[src/rtl/mfi_pkg.sv]
package mfi_pkg;
  typedef enum logic [1:0] {
    SRC_ARRAY = 2'd0,
    SRC_SIG   = 2'd1,
    SRC_STAT  = 2'd2,
    SRC_STATX = 2'd3
  } rd_src_e;
endpackage

[src/rtl/mfi_addr_latch.sv]
module mfi_addr_latch #(
  parameter int ROW_W    = 11,
  parameter int COL_KEEP = 8,
  localparam int ADDR_W  = ROW_W + COL_KEEP
) (
  input  logic              clk_i,
  input  logic              rst_ni,
  input  logic              rp_ni,
  input  logic              rc_sel_i,
  input  logic [ROW_W-1:0]  addr_i,
  output logic [ADDR_W-1:0] byte_addr_o
);
  logic                rc_q;
  logic [ROW_W-1:0]    row_q;
  logic [COL_KEEP-1:0] col_q;

  always_ff @(posedge clk_i or negedge rst_ni) begin
    if (!rst_ni) begin
      rc_q  <= 1'b1;
      row_q <= '0;
      col_q <= '0;
    end else begin
      rc_q <= rc_sel_i;
      if (rp_ni) begin
        if (rc_q && !rc_sel_i) row_q <= addr_i;
        if (!rc_q && rc_sel_i) col_q <= addr_i[COL_KEEP-1:0];
      end
    end
  end

  assign byte_addr_o = {row_q, col_q};

  assert_addr_frozen_R5: assert property (@(posedge clk_i) disable iff (!rst_ni)
    !rp_ni |=> $stable(byte_addr_o));
  assert_row_hold_R1: assert property (@(posedge clk_i) disable iff (!rst_ni)
    (rc_sel_i == rc_q) |=> $stable(byte_addr_o));
endmodule

[src/rtl/mfi_cmd_wr.sv]
module mfi_cmd_wr #(
  parameter int DATA_W = 8,
  parameter int ADDR_W = 19
) (
  input  logic              clk_i,
  input  logic              rst_ni,
  input  logic              rp_ni,
  input  logic              oe_ni,
  input  logic              we_ni,
  input  logic [DATA_W-1:0] data_i,
  input  logic [ADDR_W-1:0] addr_i,
  output logic              wr_o,
  output logic [ADDR_W-1:0] waddr_o,
  output logic [DATA_W-1:0] wdata_o
);
  logic we_q;
  logic take;

  // rising edge of the active-low strobe ends the write
  assign take = we_ni && !we_q && oe_ni && rp_ni;

  always_ff @(posedge clk_i or negedge rst_ni) begin
    if (!rst_ni) begin
      we_q    <= 1'b1;
      wr_o    <= 1'b0;
      waddr_o <= '0;
      wdata_o <= '0;
    end else begin
      we_q <= we_ni;
      wr_o <= take;
      if (take) begin
        waddr_o <= addr_i;
        wdata_o <= data_i;
      end
    end
  end

  assert_single_pulse_R6: assert property (@(posedge clk_i) disable iff (!rst_ni)
    wr_o |=> !wr_o);
  assert_no_wr_oe_low_R7: assert property (@(posedge clk_i) disable iff (!rst_ni)
    wr_o |-> $past(oe_ni) && $past(rp_ni));
endmodule

[src/rtl/mfi_abort_timer.sv]
module mfi_abort_timer #(
  parameter int RECOVER_CYC = 20,
  localparam int CNT_W      = $clog2(RECOVER_CYC + 1)
) (
  input  logic clk_i,
  input  logic rst_ni,
  input  logic rp_ni,
  input  logic busy_i,
  output logic abort_o,
  output logic done_o
);
  logic             rp_q;
  logic             active_q;
  logic [CNT_W-1:0] cnt_q;
  logic             hit;

  assign hit = rp_q && !rp_ni && busy_i;

  always_ff @(posedge clk_i or negedge rst_ni) begin
    if (!rst_ni) begin
      rp_q     <= 1'b1;
      active_q <= 1'b0;
      cnt_q    <= '0;
      abort_o  <= 1'b0;
      done_o   <= 1'b0;
    end else begin
      rp_q    <= rp_ni;
      abort_o <= hit;
      done_o  <= 1'b0;
      if (hit) begin
        cnt_q    <= CNT_W'(RECOVER_CYC);
        active_q <= 1'b1;
      end else if (active_q) begin
        cnt_q <= cnt_q - 1'b1;
        if (cnt_q == CNT_W'(1)) begin
          done_o   <= 1'b1;
          active_q <= 1'b0;
        end
      end
    end
  end

  // independent gap counter for the recovery window
  logic [CNT_W:0] gap_q;
  always_ff @(posedge clk_i or negedge rst_ni) begin
    if (!rst_ni) gap_q <= '0;
    else if (abort_o) gap_q <= (CNT_W+1)'(1);
    else if (gap_q != '0 && gap_q <= (CNT_W+1)'(RECOVER_CYC)) gap_q <= gap_q + 1'b1;
  end

  assert_recover_gap_R9: assert property (@(posedge clk_i) disable iff (!rst_ni)
    done_o |-> gap_q == (CNT_W+1)'(RECOVER_CYC));
  assert_abort_pulse_R8: assert property (@(posedge clk_i) disable iff (!rst_ni)
    abort_o |-> $past(busy_i) && !$past(rp_ni));
endmodule

[src/rtl/mux_flash_if.sv]
module mux_flash_if #(
  parameter int ROW_W       = 11,
  parameter int COL_KEEP    = 8,
  parameter int DATA_W      = 8,
  parameter int NUM_BLK     = 8,
  parameter int RECOVER_CYC = 20,
  localparam int ADDR_W     = ROW_W + COL_KEEP
) (
  input  logic               clk_i,
  input  logic               rst_ni,
  input  logic               rp_ni,
  input  logic [ROW_W-1:0]   addr_i,
  input  logic               rc_sel_i,
  input  logic               oe_ni,
  input  logic               we_ni,
  input  logic [DATA_W-1:0]  data_i,
  output logic [DATA_W-1:0]  data_o,
  output logic               data_oe_o,
  input  logic [1:0]         src_i,
  output logic [ADDR_W-1:0]  arr_addr_o,
  input  logic [DATA_W-1:0]  arr_data_i,
  input  logic [DATA_W-1:0]  sig_data_i,
  input  logic [DATA_W-1:0]  stat_data_i,
  output logic               cmd_wr_o,
  output logic [ADDR_W-1:0]  cmd_addr_o,
  output logic [DATA_W-1:0]  cmd_data_o,
  input  logic               busy_i,
  output logic               abort_o,
  output logic               abort_done_o,
  input  logic [NUM_BLK-1:0] lock_req_i,
  output logic [NUM_BLK-1:0] lock_status_o
);
  import mfi_pkg::*;

  logic [ADDR_W-1:0] byte_addr;
  logic [DATA_W-1:0] rd_byte;
  rd_src_e           src;

  mfi_addr_latch #(.ROW_W(ROW_W), .COL_KEEP(COL_KEEP)) u_latch (
    .clk_i, .rst_ni, .rp_ni, .rc_sel_i, .addr_i,
    .byte_addr_o (byte_addr)
  );

  mfi_cmd_wr #(.DATA_W(DATA_W), .ADDR_W(ADDR_W)) u_wr (
    .clk_i, .rst_ni, .rp_ni, .oe_ni, .we_ni, .data_i,
    .addr_i  (byte_addr),
    .wr_o    (cmd_wr_o),
    .waddr_o (cmd_addr_o),
    .wdata_o (cmd_data_o)
  );

  mfi_abort_timer #(.RECOVER_CYC(RECOVER_CYC)) u_abort (
    .clk_i, .rst_ni, .rp_ni, .busy_i,
    .abort_o (abort_o),
    .done_o  (abort_done_o)
  );

  assign arr_addr_o = byte_addr;
  assign src        = rd_src_e'(src_i);

  always_comb begin
    unique case (src)
      SRC_ARRAY: rd_byte = arr_data_i;
      SRC_SIG:   rd_byte = sig_data_i;
      default:   rd_byte = stat_data_i;
    endcase
  end

  assign data_oe_o = rp_ni && we_ni && !oe_ni;
  assign data_o    = data_oe_o ? rd_byte : '0;

  // protection is not reachable in this mode
  logic unused_lock;
  assign unused_lock   = ^lock_req_i;
  assign lock_status_o = '0;

  assert_bus_released_R4: assert property (@(posedge clk_i) disable iff (!rst_ni)
    cmd_wr_o |-> !$past(data_oe_o));
endmodule

[config.mk]
export PLATFORM = sky130hd
export DESIGN_NAME = mux_flash_if
export DESIGN_NICKNAME = d
export VERILOG_FILES = /design/src/rtl/mfi_pkg.sv /design/src/rtl/mfi_addr_latch.sv /design/src/rtl/mfi_cmd_wr.sv /design/src/rtl/mfi_abort_timer.sv /design/src/rtl/mux_flash_if.sv
export SDC_FILE = /design/constraint.sdc
export NUM_CORES = 1
export LEC_CHECK = 0
export BUFFER_PORTS_ARGS = -buffer_cell sky130_fd_sc_hd__buf_2
export CAP_MARGIN = 20
export CORE_ASPECT_RATIO = 1.4
export CORE_MARGIN = 5
export CORE_UTILIZATION = 49
export DETAILED_ROUTE_END_ITERATION = 16
export PLACE_DENSITY = 0.95
export SLEW_MARGIN = 15
export SYNTH_ARGS = -nofsm -noshare
export SYNTH_HDL_FRONTEND = slang
export SYNTH_SLANG_ARGS = --single-unit
export TNS_END_PERCENT = 20
[constraint.sdc]
create_clock -name clk_i -period 4.6 [get_ports clk_i]
set_clock_uncertainty 0.05 [all_clocks]
set_input_delay 0.46 -clock clk_i [delete_from_list [all_inputs] [get_ports clk_i]]
set_output_delay 0.46 -clock clk_i [all_outputs]
set_load 0.1 [all_outputs]
# Word level (Yosys, flattened, before mapping)
# Cells that the tools add are included.
[totals]
ff_bits = 58
input_bits = 60
out_inout_bits = 66
wordCells = 43
[classes]
n_addsub = 1
n_eq_ne = 2
muxes = 10
n_reduce_logical = 18
[ops]
columns = ["cell", "count"]
rows = [
  ["$pmux 8 s2", 1],
  ["$mux 5", 2],
  ["$logic_and 1x1->1", 9],
  ["$mux 8", 1],
  ["$mux 1", 6],
  ["$eq 5x1->1 const B", 1],
  ["$logic_not 1->1", 5],
  ["$sub 5x1->5 const B", 1],
  ["$reduce_and 2->1", 2],
  ["$eq 2x1->1 const B", 1],
  ["$logic_not 2->1", 1],
  ["$reduce_bool 2->1", 1],
]

# Depth between registers and ports, before layout
[depth]
ltp_word = 4
depth_mapped = 5
ltp_nobuf = 5

# Cells and area by module
# A second synthesis with hierarchy kept.
[unflattened]
cells_unflattened = 174
hier_area_um2 = 2660.1
[by_module_without_submodules]
columns = ["mod", "instances", "cells_each", "area_each_um2", "seq_area_each_um2"]
rows = [
  ["mfi_cmd_wr", 1, 61, 1166.1, 726.9],
  ["mfi_addr_latch", 1, 42, 804.5, 501.7],
  ["mfi_abort_timer", 1, 34, 409.1, 226.5],
  ["mux_flash_if", 1, 37, 280.3, 0.0],
]

# Least setup slack after synthesis
# No wires, ideal clock.
[synth_timing]
kind = "input-to-output"
from = "input src_i[0]"
to = "output data_o[0]"
t_arrival_ps = 2253
required_time_ps = 4090
path_slack_ps = 1837
path_stages = 4
path_buffers = 1
cell_sequence = "clkbuf_1 -> mux2_2 -> mux2i_1 -> nor2_1"
[synth_between]
elab_chain_len = 3
elab_cells_between_ends = 4
cone_classes = "eq/ne (1); mux (2); reduce/logical (1)"
[synth_rtl]
columns = ["element", "line_no", "rtl"]
rows = [
  ["from (decl)", "mux_flash_if.sv:19", "input logic [1:0] src_i,"],
  ["$eq 2x1->1 or $logic_not 2->1 (tied branches)", "mux_flash_if.sv:62", "unique case (src)"],
  ["$pmux 8 s2 *", "mux_flash_if.sv:62", ""],
  ["$mux 8 *", "mux_flash_if.sv:70", "assign data_o = data_oe_o ? rd_byte : '0;"],
  ["to (decl)", "mux_flash_if.sv:17", "output logic [DATA_W-1:0] data_o,"],
]
# Mark *: on every way between the ends. The rest lies on a longest branch, timed or not.

# Final worst setup path
[layout_timing]
from = "input oe_ni"
to = "output data_o[3]"
[layout_between]
elab_chain_len = 3
[layout_rtl]
columns = ["element", "line_no", "rtl"]
rows = [
  ["from (decl)", "mux_flash_if.sv:14", "input logic oe_ni,"],
  ["$logic_not 1->1", "mux_flash_if.sv:69", "assign data_oe_o = rp_ni && we_ni && !oe_ni;"],
  ["$logic_and 1x1->1", "mux_flash_if.sv:69", ""],
  ["$mux 8", "mux_flash_if.sv:70", ""],
]
# Every way passes these cells.

==> report_table.html <==
<table>
<tr><th>Metric</th><th>Value</th></tr>
<tr><th colspan="2">Worst setup path</th></tr>
<tr><td>Launching element type of the critical path</td><td>primary input</td></tr>
<tr><td>Element type at the critical path end</td><td>output port</td></tr>
<tr><td>Source of the worst register-to-register timing path</td><td>u_latch.rc_q</td></tr>
<tr><td>Worst Reg-to-Reg Cells</td><td>2</td></tr>
<tr><td>Critical path data arrival time</td><td>1520 ps</td></tr>
<tr><td>Largest fanout on the critical path</td><td>9</td></tr>
<tr><td>R2r setup slk</td><td>slightly below 3000 ps</td></tr>
<tr><td>Classification of the worst setup path</td><td>in2out</td></tr>
<tr><td>Critical path required time</td><td>about 4000 ps</td></tr>
<tr><td>Reg-to-reg critical path endpoint</td><td>u_latch.row_q[9]</td></tr>
<tr><th colspan="2">Clocking</th></tr>
<tr><td>Count of buffers added by post-CTS timing repair for setup</td><td>0</td></tr>
<tr><td>Count of clock tree sinks</td><td>58</td></tr>
<tr><td>Clock input transition at the sequential cells of the worst setup and hold paths</td><td>60 ps</td></tr>
<tr><td>CTS Root Buffer Type</td><td>sky130_fd_sc_hd__clkbuf_8</td></tr>
<tr><td>Maximum clock path buffer count</td><td>2</td></tr>
<tr><td>Clock insertion delay at the later pin of the skew report</td><td>roughly 330 ps</td></tr>
<tr><td>Clock tree from TritonCTS</td><td>yes</td></tr>
<tr><td>H-tree levels</td><td>3</td></tr>
<tr><td>Hold buffer count at CTS</td><td>0</td></tr>
<tr><td>Total clock buffers created by CTS</td><td>9</td></tr>
<tr><td>Resized cells post-CTS</td><td>0</td></tr>
<tr><th colspan="2">Pwr</th></tr>
<tr><td>P_leak</td><td>1.803 nW</td></tr>
<tr><td>P per Cell Area</td><td>roughly 750 nW/um2</td></tr>
<tr><td>IR drop worst, VDD</td><td>0.2835 mV</td></tr>
<tr><th colspan="2">Outcome</th></tr>
<tr><td>Result of the run</td><td>completed</td></tr>
<tr><th colspan="2">Routing</th></tr>
<tr><td>Number of search-and-repair iterations in the first detailed-routing pass</td><td>2</td></tr>
<tr><td>Routed wirelength normalized by instance count</td><td>15.54 um</td></tr>
<tr><td>Initial DRC Count</td><td>39</td></tr>
<tr><td>Routed wire length</td><td>roughly 5.6 mm</td></tr>
<tr><td>Routed via count divided by cell count</td><td>between 4 and 5</td></tr>
<tr><td>Antenna-violating nets left</td><td>0</td></tr>
<tr><td>Via count</td><td>1782</td></tr>
<tr><td>Number of remaining DRC errors</td><td>0</td></tr>
<tr><th colspan="2">Synthesis</th></tr>
<tr><td>Average size of a mapped cell</td><td>14.73 um2</td></tr>
<tr><td>Most instantiated flip-flop cell in the synthesis netlist</td><td>sky130_fd_sc_hd__dfrtp_1</td></tr>
<tr><td>Proportion of register bits with asynchronous set or reset after synthesis</td><td>100.0%</td></tr>
<tr><td>Synth top area cells</td><td>sky130_fd_sc_hd__dfrtp_1 54%, sky130_fd_sc_hd__mux2_2 16%, sky130_fd_sc_hd__mux2_4 11%</td></tr>
<tr><td>Area share of the largest cell type after synthesis</td><td>a little over half</td></tr>
<tr><td>Commonest cells in the netlist</td><td>55 x sky130_fd_sc_hd__dfrtp_1, 36 x sky130_fd_sc_hd__mux2_2, 19 x sky130_fd_sc_hd__mux2_4</td></tr>
<tr><td>Post-synth design cell area</td><td>2547 um2</td></tr>
<tr><td>Cell with the most instances after synthesis</td><td>sky130_fd_sc_hd__dfrtp_1</td></tr>
<tr><td>Post-synthesis sequential element count</td><td>58</td></tr>
<tr><td>Largest area contributor in the synthesized netlist</td><td>sky130_fd_sc_hd__dfrtp_1</td></tr>
<tr><td>Post-synth EDFFs</td><td>0</td></tr>
<tr><td>Fraction of the yosys area taken by sequential cells</td><td>between 50% and 60%</td></tr>
<tr><td>Cell count after synthesis</td><td>~170</td></tr>
<tr><td>Number of warnings issued by yosys</td><td>0</td></tr>
<tr><td>Number of unique standard cell types used by synthesis</td><td>23</td></tr>
<tr><th colspan="2">STA</th></tr>
<tr><td>Slew of the pin with the lowest slew margin</td><td>711.7 ps</td></tr>
<tr><td>RSZ-0062 raised after global routing</td><td>false</td></tr>
<tr><td>Summed negative setup slack over all endpoints</td><td>0 ps</td></tr>
<tr><td>Time the final worst path needs with I/O delays and setup</td><td>2032 ps</td></tr>
<tr><td>Final setup violation count</td><td>0</td></tr>
<tr><td>Portion of the clock cycle consumed by the worst path in the final layout</td><td>between 40% and 50%</td></tr>
<tr><td>Headroom to the max-slew limit</td><td>a little over half</td></tr>
<tr><td>Max frequency</td><td>~490 MHz</td></tr>
<tr><td>Final hold slack</td><td>205.2 ps</td></tr>
<tr><td>Slew Viols, Final</td><td>0</td></tr>
<tr><td>Final Hold Vio Count</td><td>0</td></tr>
<tr><th colspan="2">Job</th></tr>
<tr><td>Number of violations of the max-capacitance limit</td><td>0</td></tr>
<tr><th colspan="2">Global routing</th></tr>
<tr><td>Via count of the first global-routing pass</td><td>1838</td></tr>
<tr><td>Gr usage total</td><td>between 10% and 20%</td></tr>
<tr><td>Maximum number of pins on one net before global-route repair</td><td>just under 60</td></tr>
<tr><td>Number of antenna violations at the first check in global routing</td><td>0</td></tr>
<tr><td>First-pass GRT wire length</td><td>about 8.5 mm</td></tr>
<tr><td>Remaining Overflow, GRT</td><td>0</td></tr>
<tr><th colspan="2">Final layout</th></tr>
<tr><td>Final cell area excluding filler cells</td><td>roughly 3400 um2</td></tr>
<tr><td>Area growth from synthesis to layout</td><td>31.78%</td></tr>
<tr><td>Number of antenna diodes</td><td>0</td></tr>
<tr><td>Fill count</td><td>401</td></tr>
<tr><td>Fin util</td><td>65.57%</td></tr>
<tr><td>Layout cells sized above 1</td><td>63.82%</td></tr>
<tr><td>Number of cells in the finished layout apart from fillers</td><td>359</td></tr>
<tr><td>Count of nets after finishing</td><td>350</td></tr>
<tr><th colspan="2">Hold path</th></tr>
<tr><td>Hold wc startpoint</td><td>rc_sel_i</td></tr>
<tr><td>Cells on Worst Hold Path</td><td>1</td></tr>
<tr><td>Class of the tightest hold or removal check</td><td>in2reg</td></tr>
<tr><td>Terminating pin of the worst hold path</td><td>u_latch.rc_q</td></tr>
<tr><th colspan="2">Floorplanning</th></tr>
<tr><td>Width of the die</td><td>between 70 and 80 um</td></tr>
<tr><td>Number of rows in the core area</td><td>31</td></tr>
<tr><td>Core Area</td><td>approximately 5000 um2</td></tr>
<tr><td>Initial Utilization</td><td>49.76%</td></tr>
<tr><td>Overall die area</td><td>between 6000 and 7000 um2</td></tr>
<tr><td>Die height</td><td>approximately 95 um</td></tr>
<tr><td>I/O Pins</td><td>between 100 and 150</td></tr>
<tr><th colspan="2">Place</th></tr>
<tr><td>Count of input and output buffers</td><td>between 100 and 150</td></tr>
<tr><td>Dpl cells</td><td>343</td></tr>
<tr><td>Last weighted congestion value of the routability-driven placer</td><td>between 0.7 and 0.8</td></tr>
<tr><td>DPL Wire Length</td><td>4.265 mm</td></tr>
<tr><td>Total cell area at the placement stage</td><td>around 3100 um2</td></tr>
</table>
==> routing by layer <==
layer | vias to the layer above | global-route usage, % | wire [um]
met2 | 89 | 29.02 | 2983
met4 | 0 | 8.621 | 82
met3 | 10 | 4.430 | 482
met1 | 866 | 18.17 | 2031
li1 | 817 | - | -
met5 | - | 0 | 0
==> how the worst max path moves through the flow <==
stage | startpoint | endpoint | slack (ps) | depth (start not counted)
finish | oe_ni | data_o[3] | 2570 | 4
global route | oe_ni | data_o[3] | 2460 | 4
CTS | oe_ni | data_o[3] | 2550 | 4
detailed placement | oe_ni | data_o[3] | 2550 | 4
global placement | src_i[0] | data_o[4] | 2600 | 5
floorplan | src_i[0] | data_o[0] | 1840 | 4
==> sequential cells by signal, indices dropped and copies added, names as in the netlist, 5 cells and up <==
signal,flops
u_abort.cnt_q,5
u_latch.col_q,8
u_latch.row_q,11
u_wr.waddr_o,19
u_wr.wdata_o,8
==> cell families after synthesis <==
family	count (synthesis)	share of synthesized area (%)
muxes	63	30.26
other	1	0.1472
xor gates and xnor gates	3	1.032
buffers and inverters	20	4.813
and+or+nand+nor	23	5.059
AOI/OAI and AO/OA	3	0.5892
adders and majority gates	2	0.9822
DFF	58	57.12
==> stage by stage <==
step / setup slack (ps) / total power [mW]
2_1_floorplan: 1837 / 1.774
3_3_place_gp: 2601 / 1.948
3_5_place_dp: 2553 / 1.984
4_1_cts: 2551 / 2.555
5_1_grt: 2458 / 2.624
6_report: 2568 / 2.531
==> worst max-delay path, cell delays in order <==
cell	delay, ps
sky130_fd_sc_hd__buf_2	110
sky130_fd_sc_hd__nand3b_1	330
sky130_fd_sc_hd__nor2_1	180
sky130_fd_sc_hd__buf_2	440
==> power by group <==
part	switching, mW	internal [mW]
Sequential	0.0913	0.644
Combinational	0.985	0.251
Clock	0.200	0.359
Total	1.28	1.25
==> area by class of cell <==
class,count,area [um2],area share (%)
repair buffers,111,560.5,16.70
clock inverters,7,116.4,3.466
well taps,66,82.58,2.460
inverters,6,22.52,0.6709
multi-input cells,102,996.0,29.67
clock buffers,9,123.9,3.690
flip-flops and latches,58,1455,43.35
==> layout by cell type (no fill, tap or decap), types with 6 or more instances in the layout <==
cell type	instances
sky130_fd_sc_hd__clkbuf_8	9
sky130_fd_sc_hd__mux2i_1	8
sky130_fd_sc_hd__buf_2	109
sky130_fd_sc_hd__nor2_1	11
sky130_fd_sc_hd__dfrtp_1	55
sky130_fd_sc_hd__conb_1	8
sky130_fd_sc_hd__mux2_4	19
sky130_fd_sc_hd__inv_1	6
sky130_fd_sc_hd__mux2_2	36
Power figures use the tool's default switching activity.
